<file path="src/rtl/lp_seq_pkg.sv">
package lp_seq_pkg;
  typedef enum logic [1:0] {
    LPM_NONE = 2'd0,
    LPM_SREF = 2'd1,
    LPM_PDN  = 2'd2,
    LPM_DPD  = 2'd3
  } lp_mode_e;

  typedef enum logic [2:0] {
    S_IDLE, S_ENTER, S_HOLD, S_RES, S_WAKE, S_XWAIT, S_INIT, S_TRAIN
  } seq_state_e;

  function automatic int max2(input int a, input int b);
    return (a > b) ? a : b;
  endfunction
endpackage

</file>
<file path="src/rtl/lp_req_decode.sv">
module lp_req_decode
  import lp_seq_pkg::*;
(
  input  logic       req_valid_i,
  input  logic [2:0] req_cmd_i,
  input  logic       idle_i,
  input  logic       resident_i,
  input  lp_mode_e   cur_mode_i,
  output logic       enter_o,
  output logic       exit_o,
  output lp_mode_e   req_mode_o,
  output logic       bad_o
);
  logic [1:0] kind;
  logic       is_exit;
  logic       reserved;

  always_comb begin
    kind       = req_cmd_i[2:1];
    is_exit    = req_cmd_i[0];
    reserved   = (kind == 2'b11);
    req_mode_o = lp_mode_e'(kind + 2'd1);
    enter_o    = req_valid_i && !reserved && !is_exit && idle_i;
    exit_o     = req_valid_i && !reserved && is_exit && resident_i &&
                 (req_mode_o == cur_mode_i);
    bad_o      = req_valid_i && !enter_o && !exit_o;
  end
endmodule

</file>
<file path="src/rtl/lp_delay_cnt.sv">
module lp_delay_cnt #(
  parameter int W = 4
) (
  input  logic         clk_i,
  input  logic         rst_ni,
  input  logic         load_i,
  input  logic [W-1:0] load_val_i,
  output logic         zero_o
);
  logic [W-1:0] cnt_q;

  always_ff @(posedge clk_i or negedge rst_ni) begin
    if (!rst_ni)           cnt_q <= '0;
    else if (load_i)       cnt_q <= load_val_i;
    else if (cnt_q != '0)  cnt_q <= cnt_q - 1'b1;
  end

  assign zero_o = (cnt_q == '0);
endmodule

</file>
<file path="src/rtl/lp_mode_seq.sv">
module lp_mode_seq
  import lp_seq_pkg::*;
#(
  parameter int T_CKE_MIN  = 3,
  parameter int T_CLK_LEAD = 2,
  parameter int T_XSR      = 10,
  parameter int T_XP       = 4
) (
  input  logic       clk_i,
  input  logic       rst_ni,
  input  logic       req_valid_i,
  input  logic [2:0] req_cmd_i,
  input  logic       cfg_clk_stop_i,
  input  logic       cfg_retrain_en_i,
  input  logic       init_done_i,
  input  logic       retrain_done_i,
  output logic       busy_o,
  output logic       done_o,
  output logic       err_o,
  output logic [1:0] mode_o,
  output logic       cke_o,
  output logic       mclk_en_o,
  output logic [1:0] mem_cmd_o,
  output logic       init_req_o,
  output logic       retrain_req_o
);
  localparam int T_MAX = max2(max2(T_CKE_MIN, T_CLK_LEAD), max2(T_XSR, T_XP));
  localparam int CW    = $clog2(T_MAX + 1);

  localparam logic [CW-1:0] LD_HOLD = CW'(T_CKE_MIN - 1);
  localparam logic [CW-1:0] LD_LEAD = CW'(T_CLK_LEAD - 1);
  localparam logic [CW-1:0] LD_XSR  = CW'(T_XSR - 1);
  localparam logic [CW-1:0] LD_XP   = CW'(T_XP - 1);

  seq_state_e state_q, state_d;
  lp_mode_e   mode_q, mode_d;
  logic       done_q, done_d;
  logic       err_q;

  logic          tmr_load;
  logic [CW-1:0] tmr_val;
  logic          tmr_zero;

  logic     dec_enter, dec_exit, dec_bad;
  lp_mode_e dec_mode;

  lp_req_decode u_dec (
    .req_valid_i (req_valid_i),
    .req_cmd_i   (req_cmd_i),
    .idle_i      (state_q == S_IDLE),
    .resident_i  (state_q == S_RES),
    .cur_mode_i  (mode_q),
    .enter_o     (dec_enter),
    .exit_o      (dec_exit),
    .req_mode_o  (dec_mode),
    .bad_o       (dec_bad)
  );

  lp_delay_cnt #(.W(CW)) u_tmr (
    .clk_i      (clk_i),
    .rst_ni     (rst_ni),
    .load_i     (tmr_load),
    .load_val_i (tmr_val),
    .zero_o     (tmr_zero)
  );

  always_comb begin
    state_d  = state_q;
    mode_d   = mode_q;
    done_d   = 1'b0;
    tmr_load = 1'b0;
    tmr_val  = '0;
    unique case (state_q)
      S_IDLE: if (dec_enter) begin
        state_d = S_ENTER;
        mode_d  = dec_mode;
      end
      S_ENTER: begin
        state_d  = S_HOLD;
        tmr_load = 1'b1;
        tmr_val  = LD_HOLD;
      end
      S_HOLD: if (tmr_zero) state_d = S_RES;
      S_RES: if (dec_exit) begin
        state_d  = S_WAKE;
        tmr_load = 1'b1;
        tmr_val  = LD_LEAD;
      end
      S_WAKE: if (tmr_zero) begin
        if (mode_q == LPM_DPD) begin
          state_d = S_INIT;
        end else begin
          state_d  = S_XWAIT;
          tmr_load = 1'b1;
          tmr_val  = (mode_q == LPM_SREF) ? LD_XSR : LD_XP;
        end
      end
      S_XWAIT: if (tmr_zero) begin
        state_d = S_IDLE;
        mode_d  = LPM_NONE;
        done_d  = 1'b1;
      end
      S_INIT: if (init_done_i) begin
        if (cfg_retrain_en_i) begin
          state_d = S_TRAIN;
        end else begin
          state_d = S_IDLE;
          mode_d  = LPM_NONE;
          done_d  = 1'b1;
        end
      end
      S_TRAIN: if (retrain_done_i) begin
        state_d = S_IDLE;
        mode_d  = LPM_NONE;
        done_d  = 1'b1;
      end
      default: state_d = S_IDLE;
    endcase
  end

  always_ff @(posedge clk_i or negedge rst_ni) begin
    if (!rst_ni) begin
      state_q <= S_IDLE;
      mode_q  <= LPM_NONE;
      done_q  <= 1'b0;
      err_q   <= 1'b0;
    end else begin
      state_q <= state_d;
      mode_q  <= mode_d;
      done_q  <= done_d;
      err_q   <= dec_bad;
    end
  end

  // cke high only outside the low-power window
  assign cke_o         = (state_q == S_IDLE) || (state_q == S_XWAIT) ||
                         (state_q == S_INIT) || (state_q == S_TRAIN);
  assign mclk_en_o     = !((state_q == S_RES) && cfg_clk_stop_i && (mode_q != LPM_DPD));
  assign mem_cmd_o     = (state_q == S_ENTER) ? mode_q : LPM_NONE;
  assign busy_o        = (state_q != S_IDLE) && (state_q != S_RES);
  assign init_req_o    = (state_q == S_INIT);
  assign retrain_req_o = (state_q == S_TRAIN);
  assign done_o        = done_q;
  assign err_o         = err_q;
  assign mode_o        = mode_q;
endmodule

</file>
<file path="config.mk">
export PLATFORM = sky130hd
export DESIGN_NAME = lp_mode_seq
export DESIGN_NICKNAME = d
export VERILOG_FILES = /design/src/rtl/lp_seq_pkg.sv /design/src/rtl/lp_req_decode.sv /design/src/rtl/lp_delay_cnt.sv /design/src/rtl/lp_mode_seq.sv
export SDC_FILE = /design/constraint.sdc
export NUM_CORES = 1
export LEC_CHECK = 0
export ABC_AREA = 0
export ABC_CLOCK_PERIOD_IN_PS = 3700
export BUFFER_PORTS_ARGS = -buffer_cell sky130_fd_sc_hd__clkbuf_2
export CAP_MARGIN = 10
export CORE_UTILIZATION = 40
export DETAILED_ROUTE_END_ITERATION = 10
export PLACE_DENSITY = 0.68
export SLEW_MARGIN = 20
export SYNTH_ARGS = -nofsm -noshare
export SYNTH_HDL_FRONTEND = slang
export SYNTH_SLANG_ARGS = --single-unit
</file>
<file path="constraint.sdc">
create_clock -name clk_i -period 3.7 [get_ports clk_i]
set_input_delay 0.74 -clock clk_i [delete_from_list [all_inputs] [get_ports clk_i]]
set_output_delay 0.74 -clock clk_i [all_outputs]
set_load 0.01 [all_outputs]
</file>
==> results of run 1 <==
[worst paths after layout]
kind                                            start                          to  slack, ns  depth (start not counted)
max                            state_q[0]$_DFFE_PN0P_                mem_cmd_o[1]       1.34                          3
max in group asynchronous                      rst_ni  u_tmr.cnt_q[2]$_DFFE_PN0P_       3.15                          1
min in group clk_i              mode_o[1]$_DFFE_PN0P_       mode_o[1]$_DFFE_PN0P_       0.66                          2
min                                            rst_ni       mode_o[1]$_DFFE_PN0P_       0.32                          1
max reg2reg                u_tmr.cnt_q[0]$_DFFE_PN0P_      state_q[1]$_DFFE_PN0P_       1.55                          6
min reg2reg                     mode_o[1]$_DFFE_PN0P_       mode_o[1]$_DFFE_PN0P_       0.66                          2
[layer usage]
layer | routed length [µm] | share of wire, % | up-vias | track usage (%)
li1 | - | - | 386 | -
met1 | 897 | 45 | 373 | 23.82
met2 | 916 | 46 | 27 | 28.40
met3 | 109 | 5.5 | 5 | 2.830
met4 | 54 | 2.7 | 0 | 11.76
met5 | 0 | 0 | - | 0
[flip-flops by register name (all words and copies together), names as in the netlist]
signal / cells
err_o: 1
done_o: 1
mode_o: 2
state_q: 3
u_tmr.cnt_q: 4
[layout by cell type (no fill, tap or decap), types with 3 or more instances in the layout]
master and count:
a21oi_1 3, a31oi_1 3, clkbuf_2 20, clkbuf_4 3
dfrtp_1 11, ha_1 3, inv_1 9, nor2_1 5
nor3_1 4, nor4_1 4, o21ai_0 6, xnor2_1 4
[metrics by stage]
stage	utilization [%]	worst slack (ns)	std cells	power (W)	instance area (µm²)
final	50.13	1.342	139	0.0008353	1003
after global routing	50.13	1.201	139	0.0009041	1003
after CTS	50.13	1.370	139	0.0008328	1003
after detailed placement	48.81	1.333	135	0.0007452	977.2
after global placement	48.81	1.390	135	0.0007322	977.2
after floorplan	-	1.583	93	0.0006332	865.8
[layout make-up]
class	instances	area (µm²)	area share, %
tap	27	33.78	3.367
clock buffer	4	26.28	2.618
timing repair buffer	20	100.1	9.975
inverter	9	33.78	3.367
sequential	11	275.3	27.43
multi-input combinational	68	534.3	53.24
[power by group through the flow]
stage	clock network, W	logic, W	registers, W
2_1_floorplan	0	0.000418	0.000216
5_1_grt	0.0000947	0.000516	0.000293
4_1_cts	0.0000897	0.000465	0.000278
6_report	0.0000887	0.000466	0.000280
3_5_place_dp	0	0.000465	0.000280
3_3_place_gp	0	0.000455	0.000277
[cells by family (layout without fill, tap and decap cells)]
family / after synthesis / in the layout / share of synthesized area [%]
adder cells (fa/ha/maj): 3 / 3 / 4.336
AND/OR/NAND/NOR: 33 / 33 / 27.02
flip-flops: 11 / 11 / 31.79
XOR/XNOR: 5 / 5 / 5.058
multiplexers: 3 / 3 / 3.613
buffers and inverters: 14 / 33 / 6.501
AO/OA/AOI/OAI: 24 / 24 / 21.68
==> metrics.txt, run 1 <==
run status=complete, no violations; layout cells sized above 1=26.79%; cts repair resizes=0; final routed DRC violation total=0; post-synthesis sequential area ratio=approximately a third; area grow syn2layout=15.90%; Clk network pwr share=around a tenth; Logic pwr share=between 50% and 60%; post-synth top area share=a little under a third; vias per cell=approximately 5.7; maximum clock rate=~420 MHz; die width=just under 50 µm; Die H=between 40 and 50 µm; Post-Route WL=roughly 2000 µm; count of cell types in the netlist=42; First-pass DRT Iterations=4; GRT overflow=0; Hold WC Path Type=input port to async pin; DP HPWL=around 1500 µm; Largest delay share family, worst path=flip-flops; largest cells by area after synthesis=dfrtp_1 (32%), ha_1 (4.3%), xnor2_1 (4.0%), inv_1 (3.9%), o21ai_0 (3.5%); Max Cap Viol=0; Cell Int Power=around 0.00043 W; #FFs+latches synth=11; Final min period=~2.4 ns; type of origin of the critical path=register; synth cell count leaders=dfrtp_1 (11), inv_1 (9), o21ai_0 (6); Leakage=about 0.46 nW; final hold violations=0; Seq pwr share=between 30% and 40%; Worst slew margin=about three fifths; peak supply drop=about 0.3 mV; Yosys top cell by area=dfrtp_1; Vias=791; GPL Wtd Cong=between 0.8 and 0.9; Syn Area/Cell=between 9 and 10 µm²; worst-path cell chain=inv_1 -> nor4_1 -> clkbuf_2; Final nets=126; Sw Ratio=between 40% and 50%; Critical Path RT=a little under 3 ns; Net Count, Synth=approximately 110; PwrDens=832.4 nW/µm²; Crit. End Element=primary output; final worst path period share=a little under two thirds; Slew Limit Fails=0; Buf+Inv Stages, Crit Path=2; core area=2002 µm²; commonest register cell after synthesis=dfrtp_1; DRT iter0 DRCs=7; setup bufs post-CTS=0; initial antenna violation count=0; vias in the first global route=728; RSZ-0062 raised after global routing=no; CTS root buf=clkbuf_4; CTS sink count=11; cts hold-fix bufs=0; most frequent cell after synthesis=dfrtp_1; EDFF count, synth=0; worst-path maximum fanout=13; Bufs on Longest Clock Path=2; worst-margin pin slew=0.6057 ns; Initial Util=43.25%; Fin Setup TNS=0 ns; Clk pin slew, worst setup/hold paths=roughly 0.080 ns; final hold slack=around 0.32 ns; CP peak stage delay=0.56 ns; crit path DAT=1.62 ns; synthesized area=865.8 µm²; H-Tree Depth=1; I/O pin count=21; Mapped Cells=between 90 and 100; remaining antenna violation count=0; clk_lat worst skew=around 0.28 ns; Port Buffer Count=20; Die Area=approximately 2400 µm²; largest net degree at the start of global routing=22; Total GRT Usage=a little under a fifth; Async SR Flop Fraction=100.0%; Slowest-stage cell, CP=dfrtp_1; Filler Cells Inserted=about 210; cts bufs inserted=3; routed length per placed instance=about 14 µm; NetSw=0.0004045 W; Setup Viol. Count Final=0; CTS tree=done; FP Rows=16; CP Class=register to primary output; first-pass GRT wire length=3284 µm; ant diodes=0; Clock Skew=0.003126 ns; Synth warnings=0
Power figures use the tool's default switching activity.
==> inputs of run 2 (changes only) <==
--- a/config.mk
+++ b/config.mk
@@ -5,13 +5,13 @@
 export SDC_FILE = /design/constraint.sdc
 export NUM_CORES = 1
 export LEC_CHECK = 0
-export ABC_AREA = 0
-export ABC_CLOCK_PERIOD_IN_PS = 3700
+export ABC_AREA = 1
+export ABC_CLOCK_PERIOD_IN_PS = 2400
 export BUFFER_PORTS_ARGS = -buffer_cell sky130_fd_sc_hd__clkbuf_2
 export CAP_MARGIN = 10
 export CORE_UTILIZATION = 40
 export DETAILED_ROUTE_END_ITERATION = 10
-export PLACE_DENSITY = 0.68
+export PLACE_DENSITY = 0.67
 export SLEW_MARGIN = 20
 export SYNTH_ARGS = -nofsm -noshare
 export SYNTH_HDL_FRONTEND = slang
==> constraint.sdc (replaced) <==
create_clock -name clk_i -period 2.4 [get_ports clk_i]
set_input_delay 0.48 -clock clk_i [delete_from_list [all_inputs] [get_ports clk_i]]
set_output_delay 0.48 -clock clk_i [all_outputs]
set_load 0.01 [all_outputs]
==> run 2 against run 1 <==
  * Non-clock buffer count unchanged
  * Flip-flop and latch count stayed put
  * Critical path depth grew 4
  * Sequential share of layout area shrank 3.2 points
  * Worst hold slack lost 0.26 ns
  * Largest cell class unchanged
  * Final cell count grew 36%
  * Cell area increased by 13%
  * Critical path type unchanged
  * Total power increased by 69%
  * Largest power group unchanged
==> metrics.txt, run 2 <==
vias per cell=between 4 and 5; Sw Ratio=roughly 53%; peak supply drop=~0.66 mV; area grow syn2layout=15.21%; ant diodes=0; Clk pin slew, worst setup/hold paths=about 0.07 ns; Vias=~940; Final min period=a little under 2 ns; synthesized area=around 1000 µm²; Fin Setup TNS=0 ns; post-synthesis sequential area ratio=between 20% and 30%; FP Rows=17; DP HPWL=between 1500 and 2000 µm; EDFF count, synth=0; commonest register cell after synthesis=dfrtp_1; synth cell count leaders=nand2_1 (37), inv_1 (16), dfrtp_1 (11); post-synth top area share=roughly 28%; core area=roughly 2300 µm²; vias in the first global route=about 840; Seq pwr share=about a quarter; Clock Skew=0.004330 ns; First-pass DRT Iterations=4; crit path DAT=1.47 ns; Max Cap Viol=0; Final Power=between 0.001 and 0.0015 W; Synth warnings=0; Die H=between 50 and 60 µm; Leakage=0.6356 nW; Setup Viol. Count Final=0; cts hold-fix bufs=0; Critical Path RT=~1.9 ns; setup bufs post-CTS=0; H-Tree Depth=1; Post-Route WL=about 2100 µm; RSZ-0062 raised after global routing=no; NetSw=0.0007519 W; clk_lat worst skew=0.28 ns; cts repair resizes=0; Worst slew margin=about three quarters; worst-margin pin slew=just under 0.4 ns; final hold violations=0; Die Area=between 2000 and 3000 µm²; largest cells by area after synthesis=dfrtp_1 (28%), nand2_1 (14%), nand2_4 (6.8%), inv_1 (6.1%), nand3_1 (5.1%); final routed DRC violation total=0; CTS sink count=11; count of cell types in the netlist=24; die width=51.68 µm; CTS root buf=clkbuf_4; PwrDens=approximately 1200 nW/µm²; CTS tree=done; GRT overflow=0; DP Cell Count=~190; Final Core Density=approximately 50%; Port Buffer Count=20; maximum clock rate=513.4 MHz; worst-path maximum fanout=8; Mapped Cells=about 140; max reg flops=4; Yosys top cell by area=dfrtp_1; DRT iter0 DRCs=19; Initial Util=a little over two fifths; initial antenna violation count=0; fin cells=~190; Syn Area/Cell=7.154 µm²; largest reg by FF count=u_tmr.cnt_q; Async SR Flop Fraction=100.0%; largest net degree at the start of global routing=12; #FFs+latches synth=11; Slew Limit Fails=0; Clk network pwr share=under 10%; Logic pwr share=64.3%; first-pass GRT wire length=roughly 3500 µm; commonest cells after routing, fill and taps aside=nand2_1 (37), clkbuf_2 (20), inv_1 (16), dfrtp_1 (11), nand3_1 (10); layout cells sized above 1=approximately a third; remaining antenna violation count=0; GPL Wtd Cong=about 0.83; run status=complete, no violations; Final nets=175; Net Count, Synth=151; type of origin of the critical path=register; I/O pin count=21; most frequent cell after synthesis=nand2_1; CP Class=register to primary output; cts bufs inserted=3; Crit. End Element=primary output; Total GRT Usage=a little under a fifth; Hold WC Path Type=input port to async pin; routed length per placed instance=around 11 µm; Cell Int Power=0.0006637 W; Bufs on Longest Clock Path=2; commonest non-fill, non-tap cell in the layout=nand2_1; final worst path period share=between 80% and 90%
run 2: worst max-delay path, stage by stage, from the launching register on:
cell	delay [ns]
dfrtp_1	0.58
clkinv_2	0.16
nand2_4	0.11
nor2_2	0.05
clkinv_1	0.08
nand2_1	0.05
inv_1	0.05
clkbuf_2	0.12
run 2: logic make-up (layout without fill, tap and decap cells):
| logic type | after synthesis | count (layout) | synth area share, % |
|---|---|---|---|
| xor+xnor | 1 | 1 | 0.8874 |
| buf+inv | 25 | 48 | 10.52 |
| flops | 11 | 11 | 27.88 |
| fa+ha+maj | 3 | 3 | 3.803 |
| compound gates | 7 | 7 | 3.802 |
| simple gates | 91 | 91 | 53.10 |
run 2: area by class of cell:
class                           count  area, µm²
Fill cell                         224       1139
Multi-Input combinational cell    102      608.1
Sequential cell                    11      275.3
Timing Repair Buffer               20      100.1
Inverter                           24      92.59
Tap cell                           28      35.03
Clock buffer                        4      26.28
run 2: final timing paths:
check | end | cells past startpoint | from | slack, ns
hold reg to reg | u_tmr.cnt_q[1]$_DFFE_PN0P_ | 2 | u_tmr.cnt_q[1]$_DFFE_PN0P_ | 0.48
setup reg to reg | u_tmr.cnt_q[0]$_DFFE_PN0P_ | 9 | u_tmr.cnt_q[0]$_DFFE_PN0P_ | 0.72
setup / recovery | busy_o | 7 | state_q[0]$_DFFE_PN0P_ | 0.45
min in group clk_i | done_o$_DFF_PN0_ | 3 | retrain_done_i | 0.45
hold / removal | u_tmr.cnt_q[1]$_DFFE_PN0P_ | 1 | rst_ni | 0.06
max in group asynchronous | done_o$_DFF_PN0_ | 1 | rst_ni | 2.12
run 2: per-stage QoR:
| stage | setup slack (ns) | hold WS [ns] | cell area, µm² |
|---|---|---|---|
| final | 0.4521 | 0.05948 | 1137 |
| after global routing | 0.3528 | 0.09530 | 1137 |
| after CTS | 0.4415 | 0.07069 | 1137 |
| after detailed placement | 0.7092 | 0.3726 | 1111 |
| after global placement | 0.7453 | 0.3705 | 1111 |
| after floorplan | 0.9280 | 0.1844 | 987.2 |
run 2: routing by layer:
layer	vias up	track usage [%]	part of all wire, %
met5	-	0	0
met4	0	10.36	1.8
met3	4	1.754	2.9
met2	23	29.44	49
met1	426	23.12	46
li1	483	-	-
run 2: power by group through the flow:
stage	sequential (W)	clock (W)	combinational (W)
floorplan	0.000340	0	0.000757
global placement	0.000374	0	0.000895
detailed placement	0.000376	0	0.000915
CTS	0.000374	0.000135	0.000919
global route	0.000388	0.000139	0.00102
finish	0.000374	0.000132	0.000910
==> inputs of run 3 (changes only) <==
--- a/config.mk
+++ b/config.mk
@@ -6,7 +6,7 @@
 export NUM_CORES = 1
 export LEC_CHECK = 0
 export ABC_AREA = 1
-export ABC_CLOCK_PERIOD_IN_PS = 2400
+export ABC_CLOCK_PERIOD_IN_PS = 1800
 export BUFFER_PORTS_ARGS = -buffer_cell sky130_fd_sc_hd__clkbuf_2
 export CAP_MARGIN = 10
 export CORE_UTILIZATION = 40
==> constraint.sdc (replaced) <==
create_clock -name clk_i -period 1.8 [get_ports clk_i]
set_input_delay 0.36 -clock clk_i [delete_from_list [all_inputs] [get_ports clk_i]]
set_output_delay 0.36 -clock clk_i [all_outputs]
set_load 0.01 [all_outputs]
==> run 3 against run 2 <==
  * Clock skew fell by 0.00086 ns
  * Via count rose by 1.6%
  * Critical path depth fell by 2
  * Largest power group unchanged
  * Highest routed layer unchanged
  * Non-clock buffer count rose by 2
  * Clock power rose by 28%
  * Combinational power rose by 37%
  * Critical path type unchanged
  * Final cell count rose by 1.1%
==> metrics.txt, run 3 (same netlist as run 2, synthesis figures left out) <==
Clk pin slew, worst setup/hold paths=approximately 0.06 ns; Die H=between 50 and 60 µm; Slew Limit Fails=0; peak supply drop=between 0.8 and 0.9 mV; Initial Util=43.38%; vias per cell=4.979; max reg flops=4; PwrDens=1664 nW/µm²; GPL Wtd Cong=between 0.8 and 0.9; cts bufs inserted=3; final hold violations=0; FF-to-FF path depth=9; Vias=between 900 and 1000; CTS sink count=11; final routed DRC violation total=0; Buf+Inv Stages, Crit Path=3; DP HPWL=roughly 1700 µm; worst-path cell chain=inv_2 -> nand3_2 -> inv_1 -> nand3_1 -> clkbuf_2; Total GRT Usage=a little under a fifth; first-pass GRT wire length=between 3000 and 4000 µm; Port Buffer Count=20; largest reg by FF count=u_tmr.cnt_q; First-pass DRT Iterations=4; largest net degree at the start of global routing=12; Slowest-stage cell, CP=dfrtp_2; ant diodes=0; FF-to-FF End=state_q[2]$_DFFE_PN0P_; Leakage=0.6444 nW; run status=complete, no violations; CTS root buf=clkbuf_4; Post-Route WL=2167 µm; Fin Setup TNS=0 ns; CP peak stage delay=between 0.4 and 0.5 ns; WHS Endpoint=done_o$_DFF_PN0_; worst-path maximum fanout=6; commonest non-fill, non-tap cell in the layout=nand2_1; flop2flop setup slack=roughly 0.22 ns; Final nets=between 150 and 200; area grow syn2layout=17.24%; Final min period=approximately 1.7 ns; FP Rows=17; setup bufs post-CTS=0; Worst slew margin=slightly above 80%; vias in the first global route=~900; Hold WC Path Type=input port to register; Clock Skew=between 0.003 and 0.004 ns; hold path cells=3; CTS tree=done; Final Power=between 0.0015 and 0.002 W; routed length per placed instance=roughly 11 µm; Critical Path RT=between 1 and 1.5 ns; H-Tree Depth=1; I/O pin count=21; Largest delay share family, worst path=flip-flops; type of origin of the critical path=register; crit path DAT=about 1.4 ns; RSZ-0062 raised after global routing=no; Setup Viol. Count Final=0; initial antenna violation count=0; commonest cells after routing, fill and taps aside=nand2_1 (37), clkbuf_2 (20), inv_1 (16), nand3_1 (10); worst-margin pin slew=0.2758 ns; final worst path period share=a little over nine tenths; remaining antenna violation count=0; layout cells sized above 1=between 30% and 40%; clk_lat worst skew=about 0.27 ns; Die Area=approximately 2700 µm²; Bufs on Longest Clock Path=2; Worst Hold Launch=retrain_done_i; GRT overflow=0; CP Class=register to primary output; core area=2276 µm²; Final Core Density=around half; DRT iter0 DRCs=28; Worst R2R Start=u_tmr.cnt_q[0]$_DFFE_PN0P_; die width=between 50 and 60 µm; Max Cap Viol=0; maximum clock rate=576.0 MHz; Crit. End Element=primary output
-- run 3: report_power, final --
part | leakage [nW] | switching [W] | internal (W)
combinational | 0.494 | 0.000790 | 0.000464
sequential | 0.135 | 0.000148 | 0.000355
clock | 0.0150 | 0.0000826 | 0.0000859
-- run 3: worst min-delay path: cells and delay by family --
family                 cells  cell delay [ns]
AND/OR/NAND/NOR            2             0.12
buffers and inverters      1             0.09
-- run 3: worst max path at each step --
stage | from | end | slack [ns] | cells after the start
after floorplan | u_tmr.cnt_q[0]$_DFFE_PN0P_ | u_tmr.cnt_q[0]$_DFFE_PN0P_ | 0.38 | 9
after global placement | req_cmd_i[1] | state_q[0]$_DFFE_PN0P_ | 0.28 | 11
after detailed placement | req_cmd_i[1] | state_q[0]$_DFFE_PN0P_ | 0.23 | 11
after CTS | state_q[2]$_DFFE_PN0P_ | mclk_en_o | 0.02 | 5
after global routing | state_q[2]$_DFFE_PN0P_ | mclk_en_o | 0.006 | 5
final | state_q[2]$_DFFE_PN0P_ | mclk_en_o | 0.06 | 5
-- run 3: stage by stage --
step / cells / hold slack, ns / area, µm² / setup slack [ns]
after floorplan: 138 / 0.06441 / 987.2 / 0.3833
after global placement: 186 / 0.2485 / 1119 / 0.2817
after detailed placement: 186 / 0.2529 / 1119 / 0.2273
after CTS: 191 / 0.3314 / 1156 / 0.01753
after global routing: 191 / 0.3403 / 1157 / 0.006098
final: 191 / 0.3378 / 1157 / 0.06375
-- run 3: repair_timing --
item | CTS | global route
endpoints found under the hold margin | 11 | 0
hold buffers | 1 | 0
setup endpoints to repair | 1 | 4
resized for setup | 1 | 2
-- run 3: final cells by class --
cell class | instances | area (µm²)
clock buffers | 4 | 26.28
inverters | 24 | 92.59
repair buffers | 22 | 117.6
flip-flops and latches | 11 | 277.8
well taps | 28 | 35.03
multi-input cells | 102 | 608.1
fillers | 226 | 1119
-- run 3: routing by layer --
metal	routed length, µm	share of wire, %	vias up	GRT usage (%)
li1	-	-	489	-
met3	70	3.2	6	2.339
met4	63	2.9	0	12.61
met2	1037	48	23	32.25
met1	996	46	433	22.70
met5	0	0	-	0
